$ cat config.mk
export PLATFORM = sky130hd
export DESIGN_NAME = pwr_dn_ctrl
export DESIGN_NICKNAME = d
export VERILOG_FILES = /design/src/rtl/pd_pkg.sv /design/src/rtl/pd_txen_edge.sv /design/src/rtl/pd_flush_timer.sv /design/src/rtl/pd_fsm.sv /design/src/rtl/pwr_dn_ctrl.sv
export SDC_FILE = /design/constraint.sdc
export NUM_CORES = 1
export LEC_CHECK = 0
export BUFFER_PORTS_ARGS = -buffer_cell sky130_fd_sc_hd__buf_2
export CAP_MARGIN = 5
export CORE_MARGIN = 2
export CORE_UTILIZATION = 58
export CTS_CLUSTER_SIZE = 10
export DETAILED_ROUTE_END_ITERATION = 16
export GPL_TIMING_DRIVEN = 0
export PLACE_DENSITY_LB_ADDON = 0.3
export SYNTH_ARGS = -nofsm -noshare
export SYNTH_HDL_FRONTEND = slang
export SYNTH_SLANG_ARGS = --single-unit
$ cat constraint.sdc
create_clock -name clk -period 4.65 [get_ports clk]
set_clock_uncertainty 0.1 [all_clocks]
set_input_delay 0.93 -clock clk [delete_from_list [all_inputs] [get_ports clk]]
set_output_delay 0.93 -clock clk [all_outputs]
set_load 0.05 [all_outputs]
$ cat src/rtl/pd_pkg.sv
package pd_pkg;

    typedef enum logic [2:0] {
        ST_RUN       = 3'd0,
        ST_FLUSH     = 3'd1,
        ST_GATED     = 3'd2,
        ST_SLEEP     = 3'd3,
        ST_WAIT_LOCK = 3'd4
    } pd_state_e;

    typedef struct packed {
        pd_state_e st;
        logic      auto_src;
        logic      clk_en;
        logic      flush;
        logic      aoff;
        logic      rdy;
    } pd_regs_t;

endpackage

$ cat src/rtl/pd_txen_edge.sv
module pd_txen_edge (
    input  logic clk,
    input  logic rst_n,
    input  logic tx_en_i,
    output logic fall_o
);
    logic tx_d, tx_q;

    always_comb begin
        tx_d = tx_en_i;
    end

    always_ff @(posedge clk or negedge rst_n) begin
        if (!rst_n) tx_q <= 1'b0;
        else        tx_q <= tx_d;
    end

    assign fall_o = tx_q & ~tx_en_i;

endmodule

$ cat src/rtl/pd_flush_timer.sv
module pd_flush_timer #(
    parameter int FLUSH_CYCLES = 64
) (
    input  logic clk,
    input  logic rst_n,
    input  logic load_i,
    input  logic run_i,
    output logic done_o
);
    localparam int CNT_W = (FLUSH_CYCLES > 1) ? $clog2(FLUSH_CYCLES) : 1;
    localparam logic [CNT_W-1:0] LOAD_VAL = CNT_W'(FLUSH_CYCLES - 1);

    logic [CNT_W-1:0] cnt_d, cnt_q;

    always_comb begin
        cnt_d = cnt_q;
        if (load_i)
            cnt_d = LOAD_VAL;
        else if (run_i && cnt_q != '0)
            cnt_d = cnt_q - 1'b1;
    end

    always_ff @(posedge clk or negedge rst_n) begin
        if (!rst_n) cnt_q <= '0;
        else        cnt_q <= cnt_d;
    end

    assign done_o = run_i && (cnt_q == '0);


    cnt_range_chk: assert property (@(posedge clk) disable iff (!rst_n)
        int'(cnt_q) < FLUSH_CYCLES);


    load_value_chk: assert property (@(posedge clk) disable iff (!rst_n)
        load_i |=> (cnt_q == LOAD_VAL));

endmodule

$ cat src/rtl/pd_fsm.sv
module pd_fsm
    import pd_pkg::*;
(
    input  logic clk,
    input  logic rst_n,
    input  logic hw_pd_i,
    input  logic tx_en_i,
    input  logic tx_fall_i,
    input  logic auto_pd_en_i,
    input  logic full_sleep_i,
    input  logic pll_lock_i,
    input  logic flush_done_i,
    output logic flush_load_o,
    output logic flush_run_o,
    output logic clk_en_o,
    output logic flush_o,
    output logic aoff_o,
    output logic rdy_o
);
    pd_regs_t r_d, r_q;
    logic     hold;

    always_comb begin
        r_d  = r_q;
        hold = full_sleep_i | hw_pd_i |
               (r_q.auto_src & auto_pd_en_i & ~tx_en_i);

        unique case (r_q.st)
            ST_RUN: begin
                if (full_sleep_i || hw_pd_i) begin
                    r_d.st       = ST_FLUSH;
                    r_d.auto_src = 1'b0;
                end else if (auto_pd_en_i && tx_fall_i) begin
                    r_d.st       = ST_FLUSH;
                    r_d.auto_src = 1'b1;
                end
            end
            ST_FLUSH: begin
                if (!hold)
                    r_d.st = ST_RUN;
                else if (flush_done_i)
                    r_d.st = full_sleep_i ? ST_SLEEP : ST_GATED;
            end
            ST_GATED: begin
                if (full_sleep_i)
                    r_d.st = ST_SLEEP;
                else if (!hold)
                    r_d.st = ST_RUN;
            end
            ST_SLEEP: begin
                if (!full_sleep_i)
                    r_d.st = ST_WAIT_LOCK;
            end
            ST_WAIT_LOCK: begin
                if (full_sleep_i)
                    r_d.st = ST_SLEEP;
                else if (pll_lock_i)
                    r_d.st = ST_RUN;
            end
            default: r_d.st = ST_RUN;
        endcase

        r_d.clk_en = (r_d.st == ST_RUN) || (r_d.st == ST_FLUSH);
        r_d.flush  = (r_d.st == ST_FLUSH);
        r_d.aoff   = (r_d.st == ST_SLEEP);
        r_d.rdy    = (r_d.st == ST_RUN);
    end

    always_ff @(posedge clk or negedge rst_n) begin
        if (!rst_n) begin
            r_q.st       <= ST_RUN;
            r_q.auto_src <= 1'b0;
            r_q.clk_en   <= 1'b1;
            r_q.flush    <= 1'b0;
            r_q.aoff     <= 1'b0;
            r_q.rdy      <= 1'b1;
        end else begin
            r_q <= r_d;
        end
    end

    assign flush_load_o = (r_d.st == ST_FLUSH) && (r_q.st != ST_FLUSH);
    assign flush_run_o  = (r_q.st == ST_FLUSH);
    assign clk_en_o     = r_q.clk_en;
    assign flush_o      = r_q.flush;
    assign aoff_o       = r_q.aoff;
    assign rdy_o        = r_q.rdy;


    lock_gate_chk: assert property (@(posedge clk) disable iff (!rst_n)
        (r_q.st == ST_WAIT_LOCK && !pll_lock_i) |=> !rdy_o);


    burst_wake_chk: assert property (@(posedge clk) disable iff (!rst_n)
        (r_q.st == ST_GATED && tx_en_i && !hw_pd_i && !full_sleep_i) |=> clk_en_o);


    hw_over_tx_chk: assert property (@(posedge clk) disable iff (!rst_n)
        (r_q.st == ST_GATED && hw_pd_i) |=> !clk_en_o);

endmodule

$ cat src/rtl/pwr_dn_ctrl.sv
module pwr_dn_ctrl #(
    parameter int FLUSH_CYCLES = 64
) (
    input  logic clk,
    input  logic rst_n,
    input  logic hw_pd_i,
    input  logic tx_en_i,
    input  logic auto_pd_en_i,
    input  logic full_sleep_i,
    input  logic pll_lock_i,
    output logic dp_clk_en_o,
    output logic flush_req_o,
    output logic analog_off_o,
    output logic ready_o
);
    logic tx_fall, fl_load, fl_run, fl_done;

    pd_txen_edge u_edge (
        .clk     (clk),
        .rst_n   (rst_n),
        .tx_en_i (tx_en_i),
        .fall_o  (tx_fall)
    );

    pd_flush_timer #(.FLUSH_CYCLES(FLUSH_CYCLES)) u_timer (
        .clk    (clk),
        .rst_n  (rst_n),
        .load_i (fl_load),
        .run_i  (fl_run),
        .done_o (fl_done)
    );

    pd_fsm u_fsm (
        .clk          (clk),
        .rst_n        (rst_n),
        .hw_pd_i      (hw_pd_i),
        .tx_en_i      (tx_en_i),
        .tx_fall_i    (tx_fall),
        .auto_pd_en_i (auto_pd_en_i),
        .full_sleep_i (full_sleep_i),
        .pll_lock_i   (pll_lock_i),
        .flush_done_i (fl_done),
        .flush_load_o (fl_load),
        .flush_run_o  (fl_run),
        .clk_en_o     (dp_clk_en_o),
        .flush_o      (flush_req_o),
        .aoff_o       (analog_off_o),
        .rdy_o        (ready_o)
    );


    no_abrupt_gate_chk: assert property (@(posedge clk) disable iff (!rst_n)
        $fell(dp_clk_en_o) |-> $past(flush_req_o));


    hw_starts_flush_chk: assert property (@(posedge clk) disable iff (!rst_n)
        (ready_o && hw_pd_i) |=> flush_req_o);


    sleep_digital_off_chk: assert property (@(posedge clk) disable iff (!rst_n)
        analog_off_o |-> (!dp_clk_en_o && !ready_o));

endmodule

Yosys cells after proc, flatten, opt, wreduce, memory -nomap -nowiden --
Index checks and enable logic that the tools add are counted.
Operators by class: $add $sub $neg 1, $mul 0, divide/modulo/power cells 0, magnitude comparators 0, equality and inequality tests 7, shift operators 0, mux-type cells 13, bitwise logic cells 6, reduce and logical (&&, ||, !) cells 13
Operators by type and width (number):
- 3-bit two-way mux | 7
- 3-bit one-hot mux with 5 select lines | 1
- 6-bit two-way mux | 2
- 3-bit by 2-bit == test with 1-bit output (second input constant) | 3
- 4-bit two-way mux | 2
- 3-bit by 1-bit == test with 1-bit output (second input constant) | 2
- 3-bit zero test | 2
- 6-bit zero test | 1
- 6-bit nonzero test | 1
- 6-bit by 1-bit subtractor with 6-bit output (second input constant) | 1
- 1-bit logical AND | 4
- 2-bit nonzero test | 2
- 1-bit AND | 3
- 3-bit == test (second input constant) | 1
- 3-bit by 1-bit != test with 1-bit output (second input constant) | 1
- 1-bit logical OR | 2
- 1-bit bitwise OR | 2
- 2-bit AND reduction | 1
- 1-bit two-way mux | 1
- 1-bit NOT | 1
Storage, ports and cells: flip-flop bits (word level) 15, latch bits 0, bits in writable memories 0, bits in read-only memories 0, bits of input ports 7, output and inout bits 4, logic and storage cells 48, memories 0

Logic depth before layout (Yosys ltp) --
depth after elaboration 9, depth in mapped cells 7, mapped depth without buffers 7

Hierarchy --
Synthesis repeated with hierarchy kept, for this count alone.
Unflattened totals: cells, all modules 78, area total of the unflattened synthesis 835.8 µm²
By module, submodules not included:
- pd_flush_timer | instances 1, cells each 41, area an instance 404.1 µm²
- pd_fsm | instances 1, cells each 35, area an instance 392.9 µm²
- pd_txen_edge | instances 1, cells each 2, area an instance 38.8 µm²

Least setup slack after synthesis --
OpenSTA, ideal clock, no wires.
kind input port to flip-flop, start input full_sleep_i, end register u_timer.cnt_q[5], setup time 0.170 ns, data arrival time 1.724 ns, data required time 4.380 ns, path slack 2.656 ns, cell stages on the path 3, buffers on the path 1, cells stage by stage clkbuf_1 o31ai_1 o311ai_0
Between the ends: word-level cells in the longest chain between the ends 8, elaborated cells between the ends (all ways) 16, those cells by class eq/ne: 1; mux: 10; bitwise: 2; reduce/logical: 3
RTL lines:
- start, declared | line pwr_dn_ctrl.sv:9 | input logic full_sleep_i,
- 1-bit bitwise OR (2 in series) | line pd_fsm.sv:25 | hold = full_sleep_i | hw_pd_i |
- 3-bit two-way mux | line pd_fsm.sv:47 | else if (!hold)
- 3-bit two-way mux | line pd_fsm.sv:45 | if (full_sleep_i)
- 3-bit one-hot mux with 5 select lines * | line pd_fsm.sv:28 | unique case (r_q.st)
- 3-bit by 1-bit == test with 1-bit output * | line pd_fsm.sv:82 | assign flush_load_o = (r_d.st == ST_FLUSH) && (r_q.st != ST_FLUSH);
- 1-bit logical AND * | line pd_fsm.sv:82
- 6-bit two-way mux / 2-bit nonzero test (equally long branches)
- end signal, assigned | line pd_flush_timer.sv:25 | else cnt_q <= cnt_d;
- end, declared | line pd_flush_timer.sv:13 | logic [CNT_W-1:0] cnt_d, cnt_q;
Every way passes the cells marked *; elsewhere a longest branch is shown, timed or not. A chain may end at the register's enable or synchronous reset.

Worst setup path in the final report --
start register u_fsm.r_q, in the netlist u_fsm.rdy_o, end output ready_o
RTL lines:
- start, declared | line pd_fsm.sv:20 | pd_regs_t r_d, r_q;
- start signal, assigned | line pd_fsm.sv:78 | r_q <= r_d;
- end, declared | line pwr_dn_ctrl.sv:14 | output logic ready_o
No word-level cell between the ends.

==> results.yml <==
run_status:
  status: "completed"
timing:
  drv_slew: 0
  finalSetupTns_ns: 0
  rsz0062_at_grt: "no"
  hold_violations: 0
  whs_ns: 0.411
  setup_viol: 0
  worst_slack_ns: 2.55
  tightest_slew_ns: 0.660
  fin_crit_sh_pct: 45.1
  min_period_ns: 2.10
  maxSlewHeadroom_pct: 55.6
  max_freq_mhz: 477
route:
  ant_nets: 0
  vias: 625
  drt-initial-drc-count: 8
  wirelength_um: 1440
  firstDrtPassIters: 4
  drc: 0
  vias_per_cell: 5.95
  wl_per_cell_um: 13.7
synthesis:
  synth.distinct_cells: 32
  synth_cells: 77
  ys_warn_count: 0
  syn_area_um2: 786
  yosysSeqAreaShare_pct: 48.1
  synth_fp_nets: 86
  ys_ff_latch: 15
  syn_area_per_cell_um2: 10.2
clocking:
  cts_tree: "yes"
  clk_pin_slew_ns: 0.10
  cts_sinks: 15
  cts_root_buf: "clkbuf_4"
  h-tree-depth: 1
  postCtsSetupBuffers: 0
  cts.repair.resized: 0
  cts_hold_buf: 0
  clock_path_buffers: 2
  clock_latency_ns: 0.29
  numCtsBuffers: 3
critical_path:
  ff2ff_setup_slack_ns: 2.74
  timing.rr.start: "u_timer.cnt_q[0]$_DFFE_PN0P_"
  crit_family: "flip-flops"
  crit_chain: "buf_2"
  critPathMaxStageDelay_ns: 0.53
  crit_arrival_ns: 1.07
  cp.buffers_inverters: 1
  cp-start-kind: "register"
  crit_type: "reg -> out"
  crit_path_top_delay_cell: "dfstp_2"
  regToRegEndpoint: "u_fsm.aoff_o$_DFF_PN0_"
  worstSetupEndpointType: "output port"
  reg2regPathDepth: 7
  crit_fanout: 1
  crit_required_ns: 3.62
power_and_ir_drop:
  p_leak_nw: 0.389
  irDropWorstVdd_mv: 0.376
  swShare_pct: 41.4
  power.switching_mw: 0.183
  power.share.clock_pct: 17.2
  pwr-share-seq_pct: 42.9
  p_int_mw: 0.260
  combPwrFrac_pct: 39.8
  power_density_mw_per_mm2: 506
  power_mw: 0.443
global_route:
  grt_max_degree: 16
  antenna_found_initial: 0
  track_usage_pct: 20.8
  grt_pass1_wl_um: 2210
  grt_pass1_vias: 518
  grt.overflow.total: 0
floorplanning:
  row_count: 13
  die_x_um: 40.8
  start_util_pct: 61.1
  fp.dieH_um: 40.8
  num_io_pins: 11
  core-area_mm2: 0.00128
  design.die.area_mm2: 0.00167
layout:
  antenna_cells: 0
  drive_gt1_share_pct: 22.2
  nets: 100
  fin_area_um2: 877
  synthToLayoutAreaGrowth_pct: 11.6
place:
  placed_area_um2: 850
  dp_hpwl_um: 1030
  io_buffer_count: 9
  preCtsSetupSlack_ns: 2.30
  gp_congestion: 0.796
hold_path:
  min_path_cells: 2
  hold_path_class: "reg -> reg"
  min_delay_worst_endpoint: "u_fsm.r_q[4]$_DFFE_PN0P_"
  hold_start: "u_fsm.r_q[4]$_DFFE_PN0P_"
run:
  maxCapViolations: 0
==> placed cells by master, fill, tap and decap left out, drive strengths merged <==
| master | count |
|---|---|
| xnor2 | 1 |
| clkinv | 1 |
| o31ai | 1 |
| dfrtp | 13 |
| and2 | 1 |
| buf | 9 |
| o211a | 1 |
| ha | 2 |
| inv | 4 |
| nor2 | 7 |
| xor2 | 1 |
| a21bo | 1 |
| nand3b | 1 |
| nor4 | 1 |
| clkbuf | 4 |
| and3 | 1 |
| nor2b | 5 |
| nand3 | 1 |
| nor3b | 2 |
| o21ai | 5 |
| a32oi | 2 |
| a21o | 1 |
| nand2 | 9 |
| o311ai | 1 |
| dfstp | 2 |
| nor3 | 2 |
| a21oi | 2 |
| and3b | 1 |
| nand2b | 1 |
| a21boi | 1 |
| o211ai | 3 |
| nand4 | 3 |
==> power groups by stage <==
stage	Clock (mW)	Sequential, mW	Combinational (mW)
5_1_grt	0.0822	0.196	0.197
3_3_place_gp	0	0.191	0.171
2_1_floorplan	0	0.222	0.107
3_5_place_dp	0	0.194	0.174
4_1_cts	0.0764	0.191	0.176
6_report	0.0764	0.190	0.177
==> stage by stage <==
stage | std cells | utilization, %
floorplan | 77 | -
global placement | 101 | 66.1
detailed placement | 101 | 66.1
CTS | 105 | 68.3
global route | 105 | 68.3
finish | 105 | 68.3
==> worst max-delay path by stage <==
stage                          startpoint                            to  slack (ns)  cells after the start
floorplan                    full_sleep_i  u_timer.cnt_q[5]$_DFFE_PN0P_        2.66                      3
global placement             auto_pd_en_i  u_timer.cnt_q[5]$_DFFE_PN0P_        2.28                      4
detailed placement           auto_pd_en_i  u_timer.cnt_q[5]$_DFFE_PN0P_        2.30                      4
CTS                 u_fsm.rdy_o$_DFF_PN1_                       ready_o        2.55                      1
global route                 auto_pd_en_i  u_timer.cnt_q[5]$_DFFE_PN0P_        2.52                      4
finish              u_fsm.rdy_o$_DFF_PN1_                       ready_o        2.55                      1
==> final cells by class <==
class / count / area, um2
clock buffers: 3 / 22.5
inverters: 4 / 15.0
multi-input cells: 57 / 389
plain buffers: 1 / 3.75
flip-flops and latches: 15 / 378
fillers: 104 / 408
clock inverters: 1 / 5.00
well taps: 15 / 18.8
repair buffers: 9 / 45.0
==> worst reg2reg max path: cells and delay by family (launching register included) <==
kind | cells | cell delay (ns)
DFF | 1 | 0.43
and+or+nand+nor | 4 | 0.81
adders and majority gates | 1 | 0.18
buffers and inverters | 1 | 0.13
AOI/OAI and AO/OA | 1 | 0.17
==> kinds of logic after synthesis <==
logic type      Yosys count  synth area share [%]
fa+ha+maj                 2                  3.18
compound gates           18                  16.9
flops                    15                  48.1
buf+inv                   5                  2.39
xor+xnor                  2                  2.23
simple gates             35                  27.2
==> flip-flops by register name, summed over array words and instances (netlist names) <==
register	flops
u_edge.tx_q	1
u_fsm.aoff_o	1
u_fsm.clk_en_o	1
u_fsm.flush_o	1
u_fsm.r_q	4
u_fsm.rdy_o	1
u_timer.cnt_q	6
==> layer usage <==
layer  routed length [um]  global-route usage [%]  up-vias
li1                     -                       -      302
met1                  697                    25.3      307
met2                  651                    34.0       12
met3                   57                    4.89        4
met4                   33                    10.0        0
met5                    0                       0        -
==> synth_stat cells <==
library cell / instances / area share (%)
xor2_1: 1 / 1.1
o311ai_0: 1 / 1.1
xnor2_1: 1 / 1.1
nand3b_1: 1 / 0.96
a21oi_1: 2 / 1.3
nor3b_4: 1 / 2.4
nand2_1: 9 / 4.3
o31ai_1: 1 / 0.96
nand4_1: 3 / 2.4
ha_1: 2 / 3.2
nor3_1: 2 / 1.3
o21ai_1: 1 / 0.64
and2_1: 1 / 0.80
a21bo_4: 1 / 2.1
o211a_1: 1 / 1.3
o211ai_1: 3 / 2.9
dfstp_2: 2 / 6.7
a21o_1: 1 / 0.96
a21boi_1: 1 / 0.96
a32oi_1: 2 / 2.2
and3b_1: 1 / 1.1
o21ai_0: 4 / 2.5
and3_2: 1 / 0.96
nand2b_1: 1 / 0.80
nand3_1: 1 / 0.64
dfrtp_1: 13 / 41
inv_1: 4 / 1.9
nor4_4: 1 / 2.7
nor2_1: 7 / 3.3
nor3b_2: 1 / 1.6
nor2b_1: 5 / 4.0
clkbuf_1: 1 / 0.48
(Power assumes the default switching activity.)
